===== src/rtl/wb_pkg.sv =====
package wb_pkg;

    localparam int DATA_W    = 8;
    localparam int ADDR_W    = 4;
    localparam int WIPER_W   = 7;
    localparam int NUM_POTS  = 2;
    localparam int NV_REGS   = 7;
    localparam int NV_IDX_W  = $clog2(NV_REGS);
    localparam int GP_LAST   = NV_REGS - 1;
    localparam logic [ADDR_W-1:0] ADDR_CTRL = 4'd8;
    localparam logic [WIPER_W-1:0] WIPER_PARK = 7'h40;

    typedef enum logic [1:0] {
        SEQ_OFF,
        SEQ_RECALL,
        SEQ_READY,
        SEQ_COMMIT
    } seq_state_e;

    typedef struct packed {
        logic vol;  // 1: addresses 0/1 reach the wiper only
        logic run;  // 0: shutdown requested
    } ctrl_t;

    localparam ctrl_t CTRL_DEFAULT = '{vol: 1'b0, run: 1'b1};

    function automatic logic is_pot_addr(logic [ADDR_W-1:0] a);
        return a < ADDR_W'(NUM_POTS);
    endfunction

    function automatic logic is_gp_addr(logic [ADDR_W-1:0] a);
        return (a >= ADDR_W'(NUM_POTS)) && (a <= ADDR_W'(GP_LAST));
    endfunction

    function automatic logic [DATA_W-1:0] ctrl_image(ctrl_t c, logic busy);
        return {c.vol, c.run, busy, 5'b0};
    endfunction

endpackage


===== src/rtl/wb_seq.sv =====
module wb_seq
    import wb_pkg::*;
#(
    parameter int NV_WRITE_CYCLES = 2_500_000
) (
    input  logic                clk,
    input  logic                rst,
    input  logic                pwr_good,
    input  logic                frame_end,
    input  logic                staged,
    output logic                rec_valid,
    output logic [NV_IDX_W-1:0] rec_idx,
    output logic                commit_we,
    output logic                busy,
    output logic                hold_defaults
);
    localparam int CNT_W = $clog2(NV_WRITE_CYCLES + 1);

    seq_state_e          state_q;
    logic [CNT_W-1:0]    cnt_q;
    logic [NV_IDX_W-1:0] idx_q;

    always_ff @(posedge clk) begin
        if (rst || !pwr_good) begin
            state_q <= SEQ_OFF;
            cnt_q   <= '0;
            idx_q   <= '0;
        end else begin
            case (state_q)
                SEQ_OFF: begin
                    state_q <= SEQ_RECALL;
                    idx_q   <= '0;
                end
                SEQ_RECALL: begin
                    idx_q <= idx_q + 1'b1;
                    if (idx_q == NV_IDX_W'(NV_REGS - 1)) state_q <= SEQ_READY;
                end
                SEQ_READY: begin
                    if (frame_end && staged) begin
                        state_q <= SEQ_COMMIT;
                        cnt_q   <= '0;
                    end
                end
                default: begin
                    cnt_q <= cnt_q + 1'b1;
                    if (cnt_q == CNT_W'(NV_WRITE_CYCLES - 1)) state_q <= SEQ_READY;
                end
            endcase
        end
    end

    assign rec_valid     = (state_q == SEQ_RECALL);
    assign rec_idx       = idx_q;
    assign commit_we     = (state_q == SEQ_COMMIT) && (cnt_q == '0);
    assign busy          = (state_q != SEQ_READY);
    assign hold_defaults = (state_q == SEQ_OFF);

endmodule


===== src/rtl/wb_view.sv =====
module wb_view
    import wb_pkg::*;
(
    input  logic [NUM_POTS-1:0][WIPER_W-1:0] wr_i,
    input  logic [NV_REGS-1:0][DATA_W-1:0]   nvs_i,
    input  ctrl_t                            ctrl_i,
    input  logic                             busy,
    input  logic                             shdn_n_pin,
    input  logic [ADDR_W-1:0]                rd_addr,
    output logic [DATA_W-1:0]                rd_data,
    output logic [NUM_POTS-1:0][WIPER_W-1:0] wiper_o,
    output logic                             shdn_o
);
    assign shdn_o = !shdn_n_pin || !ctrl_i.run;

    for (genvar p = 0; p < NUM_POTS; p++) begin : g_pot
        assign wiper_o[p] = shdn_o ? '0 : wr_i[p];
    end

    always_comb begin
        rd_data = '0;
        if (rd_addr == ADDR_CTRL) begin
            rd_data = ctrl_image(ctrl_i, busy);
        end else if (is_pot_addr(rd_addr)) begin
            for (int p = 0; p < NUM_POTS; p++) begin
                if (rd_addr == ADDR_W'(p))
                    rd_data = ctrl_i.vol ? {1'b0, wr_i[p]} : nvs_i[p];
            end
        end else if (is_gp_addr(rd_addr) && !ctrl_i.vol) begin
            rd_data = nvs_i[rd_addr[NV_IDX_W-1:0]];
        end
    end

endmodule


===== src/rtl/wiper_bank.sv =====
module wiper_bank
    import wb_pkg::*;
#(
    parameter int NV_WRITE_CYCLES = 2_500_000
) (
    input  logic              clk,
    input  logic              rst,
    input  logic              wr_en,
    input  logic [ADDR_W-1:0] wr_addr,
    input  logic [DATA_W-1:0] wr_data,
    input  logic [ADDR_W-1:0] rd_addr,
    output logic [DATA_W-1:0] rd_data,
    input  logic              frame_end,
    input  logic              pwr_good,
    input  logic              shdn_n_pin,
    output logic              nv_we,
    output logic [ADDR_W-1:0] nv_addr,
    output logic [DATA_W-1:0] nv_wdata,
    input  logic [DATA_W-1:0] nv_rdata,
    output logic [WIPER_W-1:0] wiper0,
    output logic [WIPER_W-1:0] wiper1,
    output logic              shdn_out
);
    logic [NUM_POTS-1:0][WIPER_W-1:0] wr_q;
    logic [NV_REGS-1:0][DATA_W-1:0]   nvs_q;
    ctrl_t                            ctrl_q;
    logic                             staged_q;
    logic [NV_IDX_W-1:0]              stage_addr_q;
    logic [DATA_W-1:0]                stage_data_q;

    logic                             rec_valid, commit_we, busy, hold_defaults;
    logic [NV_IDX_W-1:0]              rec_idx;
    logic [NUM_POTS-1:0][WIPER_W-1:0] wiper_vec;
    logic                             wr_ok, nv_free;

    wb_seq #(.NV_WRITE_CYCLES(NV_WRITE_CYCLES)) u_seq (
        .clk           (clk),
        .rst           (rst),
        .pwr_good      (pwr_good),
        .frame_end     (frame_end),
        .staged        (staged_q),
        .rec_valid     (rec_valid),
        .rec_idx       (rec_idx),
        .commit_we     (commit_we),
        .busy          (busy),
        .hold_defaults (hold_defaults)
    );

    assign wr_ok   = wr_en && !busy;
    assign nv_free = !ctrl_q.vol && !staged_q && !frame_end;

    always_ff @(posedge clk) begin
        if (rst || hold_defaults) begin
            wr_q         <= {NUM_POTS{WIPER_PARK}};
            nvs_q        <= '0;
            ctrl_q       <= CTRL_DEFAULT;
            staged_q     <= 1'b0;
            stage_addr_q <= '0;
            stage_data_q <= '0;
        end else if (rec_valid) begin
            nvs_q[rec_idx] <= nv_rdata;
            for (int p = 0; p < NUM_POTS; p++) begin
                if (rec_idx == NV_IDX_W'(p)) wr_q[p] <= nv_rdata[WIPER_W-1:0];
            end
        end else begin
            if (frame_end) staged_q <= 1'b0;
            if (wr_ok) begin
                if (wr_addr == ADDR_CTRL) begin
                    ctrl_q <= '{vol: wr_data[7], run: wr_data[6]};
                end else if (is_pot_addr(wr_addr)) begin
                    for (int p = 0; p < NUM_POTS; p++) begin
                        if (wr_addr == ADDR_W'(p)) begin
                            if (ctrl_q.vol) begin
                                wr_q[p] <= wr_data[WIPER_W-1:0];
                            end else if (nv_free) begin
                                wr_q[p]      <= wr_data[WIPER_W-1:0];
                                nvs_q[p]     <= wr_data;
                                staged_q     <= 1'b1;
                                stage_addr_q <= NV_IDX_W'(p);
                                stage_data_q <= wr_data;
                            end
                        end
                    end
                end else if (is_gp_addr(wr_addr) && nv_free) begin
                    nvs_q[wr_addr[NV_IDX_W-1:0]] <= wr_data;
                    staged_q     <= 1'b1;
                    stage_addr_q <= wr_addr[NV_IDX_W-1:0];
                    stage_data_q <= wr_data;
                end
            end
        end
    end

    wb_view u_view (
        .wr_i       (wr_q),
        .nvs_i      (nvs_q),
        .ctrl_i     (ctrl_q),
        .busy       (busy),
        .shdn_n_pin (shdn_n_pin),
        .rd_addr    (rd_addr),
        .rd_data    (rd_data),
        .wiper_o    (wiper_vec),
        .shdn_o     (shdn_out)
    );

    assign wiper0   = wiper_vec[0];
    assign wiper1   = wiper_vec[1];
    assign nv_we    = commit_we;
    assign nv_addr  = rec_valid ? {{(ADDR_W-NV_IDX_W){1'b0}}, rec_idx}
                                : {{(ADDR_W-NV_IDX_W){1'b0}}, stage_addr_q};
    assign nv_wdata = stage_data_q;

endmodule


===== config.mk =====
export PLATFORM = sky130hd
export DESIGN_NAME = wiper_bank
export DESIGN_NICKNAME = d
export VERILOG_FILES = /design/src/rtl/wb_pkg.sv /design/src/rtl/wb_seq.sv /design/src/rtl/wb_view.sv /design/src/rtl/wiper_bank.sv
export SDC_FILE = /design/constraint.sdc
export NUM_CORES = 1
export LEC_CHECK = 0
export ABC_AREA = 0
export CAP_MARGIN = 20
export CORE_MARGIN = 8
export CORE_UTILIZATION = 40
export CTS_CLUSTER_DIAMETER = 100
export DETAILED_ROUTE_END_ITERATION = 10
export HOLD_SLACK_MARGIN = 0.08
export PLACE_DENSITY_LB_ADDON = 0.3
export SLEW_MARGIN = 20
export SYNTH_ARGS = -nofsm -noshare
export SYNTH_HDL_FRONTEND = slang
export SYNTH_SLANG_ARGS = --single-unit

===== constraint.sdc =====
create_clock -name clk -period 2.75 [get_ports clk]
set_input_delay 0.55 -clock clk [delete_from_list [all_inputs] [get_ports clk]]
set_output_delay 0.55 -clock clk [all_outputs]
set_load 0.01 [all_outputs]

==> results.toml <==
[critical_path]
worstPathRequired_ps = 2200
crit_top_cell = "dlygate4sd2_1"
end_kind = "output port"
crit_family = "buffers and inverters"
critPathLaunch = "rd_addr[0]"
crit_end = "rd_data[6]"
cp_num_cells = 9
crit_arrival_ps = 2120
crit_fanout = 9
crit_buf_inv = 5
cpMaxStageDelayCell = "dlygate4sd2_1"
crit_chain = "dlygate4sd2_1 -> buf_12 -> buf_2 -> buf_4 -> mux2i_1 -> o21ai_0 -> nand3_1 -> nand2_1 -> dlygate4sd2_1"
critical_path_class = "input pin to output port"
reg2reg_to = "nvs_q[48]$_SDFFE_PP0P_"
reg2reg_depth = 6
cpPeakStageDelay_ps = 280
r2r-start = "ctrl_q[1]$_SDFFE_PP0P_"
rrSetupSlack_ps = 640
start_kind = "input pin"

[placed_design]
portBuffers = 64
dp_slack_ps = -379.7
hpwlAfterDp_um = 15680
place.gp.congestion = 0.8955

[global_route]
grt_pass1_vias = 6008
antenna_found_initial = 0
grt_max_degree = 41
grt_pass1_wl_um = 33720
grt_overflow_total = 0
use_met3_pct = 3.109
grt-busiest-layer = "met2"
track_usage_pct = 19.60
grtUsageMet1_pct = 28.11
grt_use_met2_pct = 29.21

[power_and_ir_drop]
switching_share_pct = 26.66
comb_power_share_pct = 11.4
power.static_leakage_nw = 2.881
internal-power_w = 0.002392
p_per_area_nw_per_um2 = 405.3
p_switching_w = 0.0008697
clkPwrFrac_pct = 39.0
seqPwrFrac_pct = 49.6
peakVddDrop_v = 0.0002784

[detailed_routing]
drtPass1Iterations = 5
vias = 6484
drc_errors = 0
post_drt_via_cell_ratio = 6.054
drt_wl_total_um = 20950
wire_per_inst_um = 19.56
antenna_left = 0
drtIter0Drc = 637

[die]
die_x_um = 145.0
pin_count = 66
die_y_um = 145.0
dieArea_um2 = 21030
fp.coreArea_um2 = 16410
core.rowCount = 47
start_util_pct = 40.59

[layout]
syn_to_final_growth_pct = 20.86
finalNetCount = 883
drive_above_1_share_pct = 15.51
n_antenna_cell = 0

[timing]
tightest_slew_ps = 661.9
setup_violations = 0
max_freq_ghz = 0.3751
finalWorstSetupSlack_ps = 84.24
finalSetupTns_ps = 0
fin_crit_ps = 2666
drv_slew = 0
slew_headroom_pct = 55.75
timing.final.crit_share_pct = 96.94
finClkSkew_ps = 10.59
finalHoldViolCount = 0
holdWs_ps = 470.3

[worst_hold_path]
hold_path.class = "flop to flop"
min_path_cells = 2

[synthesis]
syn_area_um2 = 6659
synth_edf_count = 0
synth_flop_cell = "dfxtp_1"
ys_types = 71
netlist_instances = 784
ys_ff_latch = 111
yosysMostFrequentCell = "dfxtp_1"
yosys_warnings = 0
netlist_top_cells_area = "dfxtp_1 33%, mux2i_1 6.0%, a32oi_1 4.5%"
syn-num-nets = 820
syn_area_per_cell_um2 = 8.493
async_flop_share_pct = 0
synth_commonest_cells = "111 x dfxtp_1, 60 x nor2_1, 59 x nand2_1"
yosysTopAreaCell = "dfxtp_1"
ys_seq_area_share_pct = 33.37
synth.top_cell.area_share_pct = 33.37

[cts]
htree_levels = 3
path_clk_slew_ps = 70
cts_tree = "built"
worst_skew_pair.late_latency_ps = 360
clock_path_buffers = 2
root_buffer = "clkbuf_16"
clock-sinks = 111
cts_made_buffers = 9
hold_buffers = 0

[run]
cap_violations = 0

[run_status]
outcome = "finished clean"
final cells by class:
cell class,count,area (um^2)
Clock buffer,9,225.2
Clock inverter,6,52.55
Fill cell,1603,8359
Inverter,12,51.30
Multi-Input combinational cell,577,4023
Sequential cell,111,2226
Tap cell,220,275.3
Timing Repair Buffer,136,1195
metal layers:
layer	part of all wire, %	up-vias
met5	0	-
met4	1.8	0
met3	7.1	26
met2	44	251
met1	47	3106
li1	-	3101
power by group through the flow:
stage | logic, W | registers (W) | clock network [W]
floorplan | 0.000205 | 0.00165 | 0
global placement | 0.000358 | 0.00165 | 0
detailed placement | 0.000359 | 0.00165 | 0
CTS | 0.000365 | 0.00162 | 0.00129
global route | 0.000403 | 0.00162 | 0.00137
finish | 0.000373 | 0.00162 | 0.00127
cell families after synthesis:
group | count (synthesis) | share of synthesized area (%)
adders and majority gates | 6 | 1.127
DFF | 111 | 33.37
buffers and inverters | 96 | 7.084
muxes | 51 | 9.057
AOI/OAI and AO/OA | 208 | 23.06
and+or+nand+nor | 311 | 26.25
other | 1 | 0.05632
cells in the final DEF, fill, tap and decap left out, types with 5 or more instances in the layout:
master | Yosys | layout
a211oi_1 | 37 | 36
a21oi_1 | 23 | 23
a221o_1 | 8 | 8
a22oi_1 | 5 | 5
a31oi_1 | 7 | 7
a32oi_1 | 34 | 34
and2_1 | 14 | 14
and3_1 | 24 | 24
buf_4 | 10 | 66
clkbuf_16 | 0 | 9
clkdlybuf4s50_1 | 0 | 53
dfxtp_1 | 111 | 108
dlygate4sd2_1 | 0 | 9
ha_1 | 6 | 6
inv_1 | 11 | 10
mux2i_1 | 40 | 39
mux4_2 | 7 | 7
nand2_1 | 59 | 59
nand2b_1 | 7 | 7
nand3_1 | 28 | 28
nand3b_1 | 11 | 11
nand4_1 | 10 | 10
nor2_1 | 60 | 59
nor3_1 | 34 | 34
nor4b_1 | 17 | 16
o21ai_0 | 44 | 44
o311ai_0 | 5 | 5
o31ai_1 | 13 | 13
or3_1 | 6 | 6
worst min-delay path by stage:
stage / from / to
finish: nvs_q[30]$_SDFFE_PP0P_ / nvs_q[30]$_SDFFE_PP0P_
global route: nvs_q[29]$_SDFFE_PP0P_ / nvs_q[29]$_SDFFE_PP0P_
CTS: nvs_q[30]$_SDFFE_PP0P_ / nvs_q[30]$_SDFFE_PP0P_
detailed placement: nvs_q[22]$_SDFFE_PP0P_ / nvs_q[22]$_SDFFE_PP0P_
global placement: nvs_q[22]$_SDFFE_PP0P_ / nvs_q[22]$_SDFFE_PP0P_
floorplan: nvs_q[16]$_SDFFE_PP0P_ / nvs_q[16]$_SDFFE_PP0P_
worst min-delay path: cells and delay by family, from the launching register on:
kind          cells  cell delay, ps
flops             1             320
mux               1              50
simple gates      1              50
through the flow:
stage / cell area (um^2) / instances / power, W / util [%]
finish: 8048 / 1071 / 0.003262 / 49.05
CTS: 8021 / 1071 / 0.003274 / 48.89
global route: 8048 / 1071 / 0.003387 / 49.05
detailed placement: 7687 / 1051 / 0.002013 / 46.85
global placement: 7675 / 1049 / 0.002012 / 46.78
floorplan: 6659 / 784 / 0.001856 / -
what timing repair did:
| item | 4_1_cts | 5_1_grt |
|---|---|---|
| pin swaps | 1 | 0 |
| cloned | 0 | 0 |
| setup endpoints to repair | 8 | 9 |
| gates resized for setup | 22 | 8 |
| buffers inserted | 5 | 0 |
flip-flops by register name, indices dropped and copies added, names as in the netlist:
name,flops
nvs_q,56
u_seq.cnt_q,22
wr_q,14
nv_wdata,8
stage_addr_q,3
u_seq.rec_idx,3
ctrl_q,2
u_seq.state_q,2
staged_q,1
Note: power is estimated with default switching activity, not from simulation.
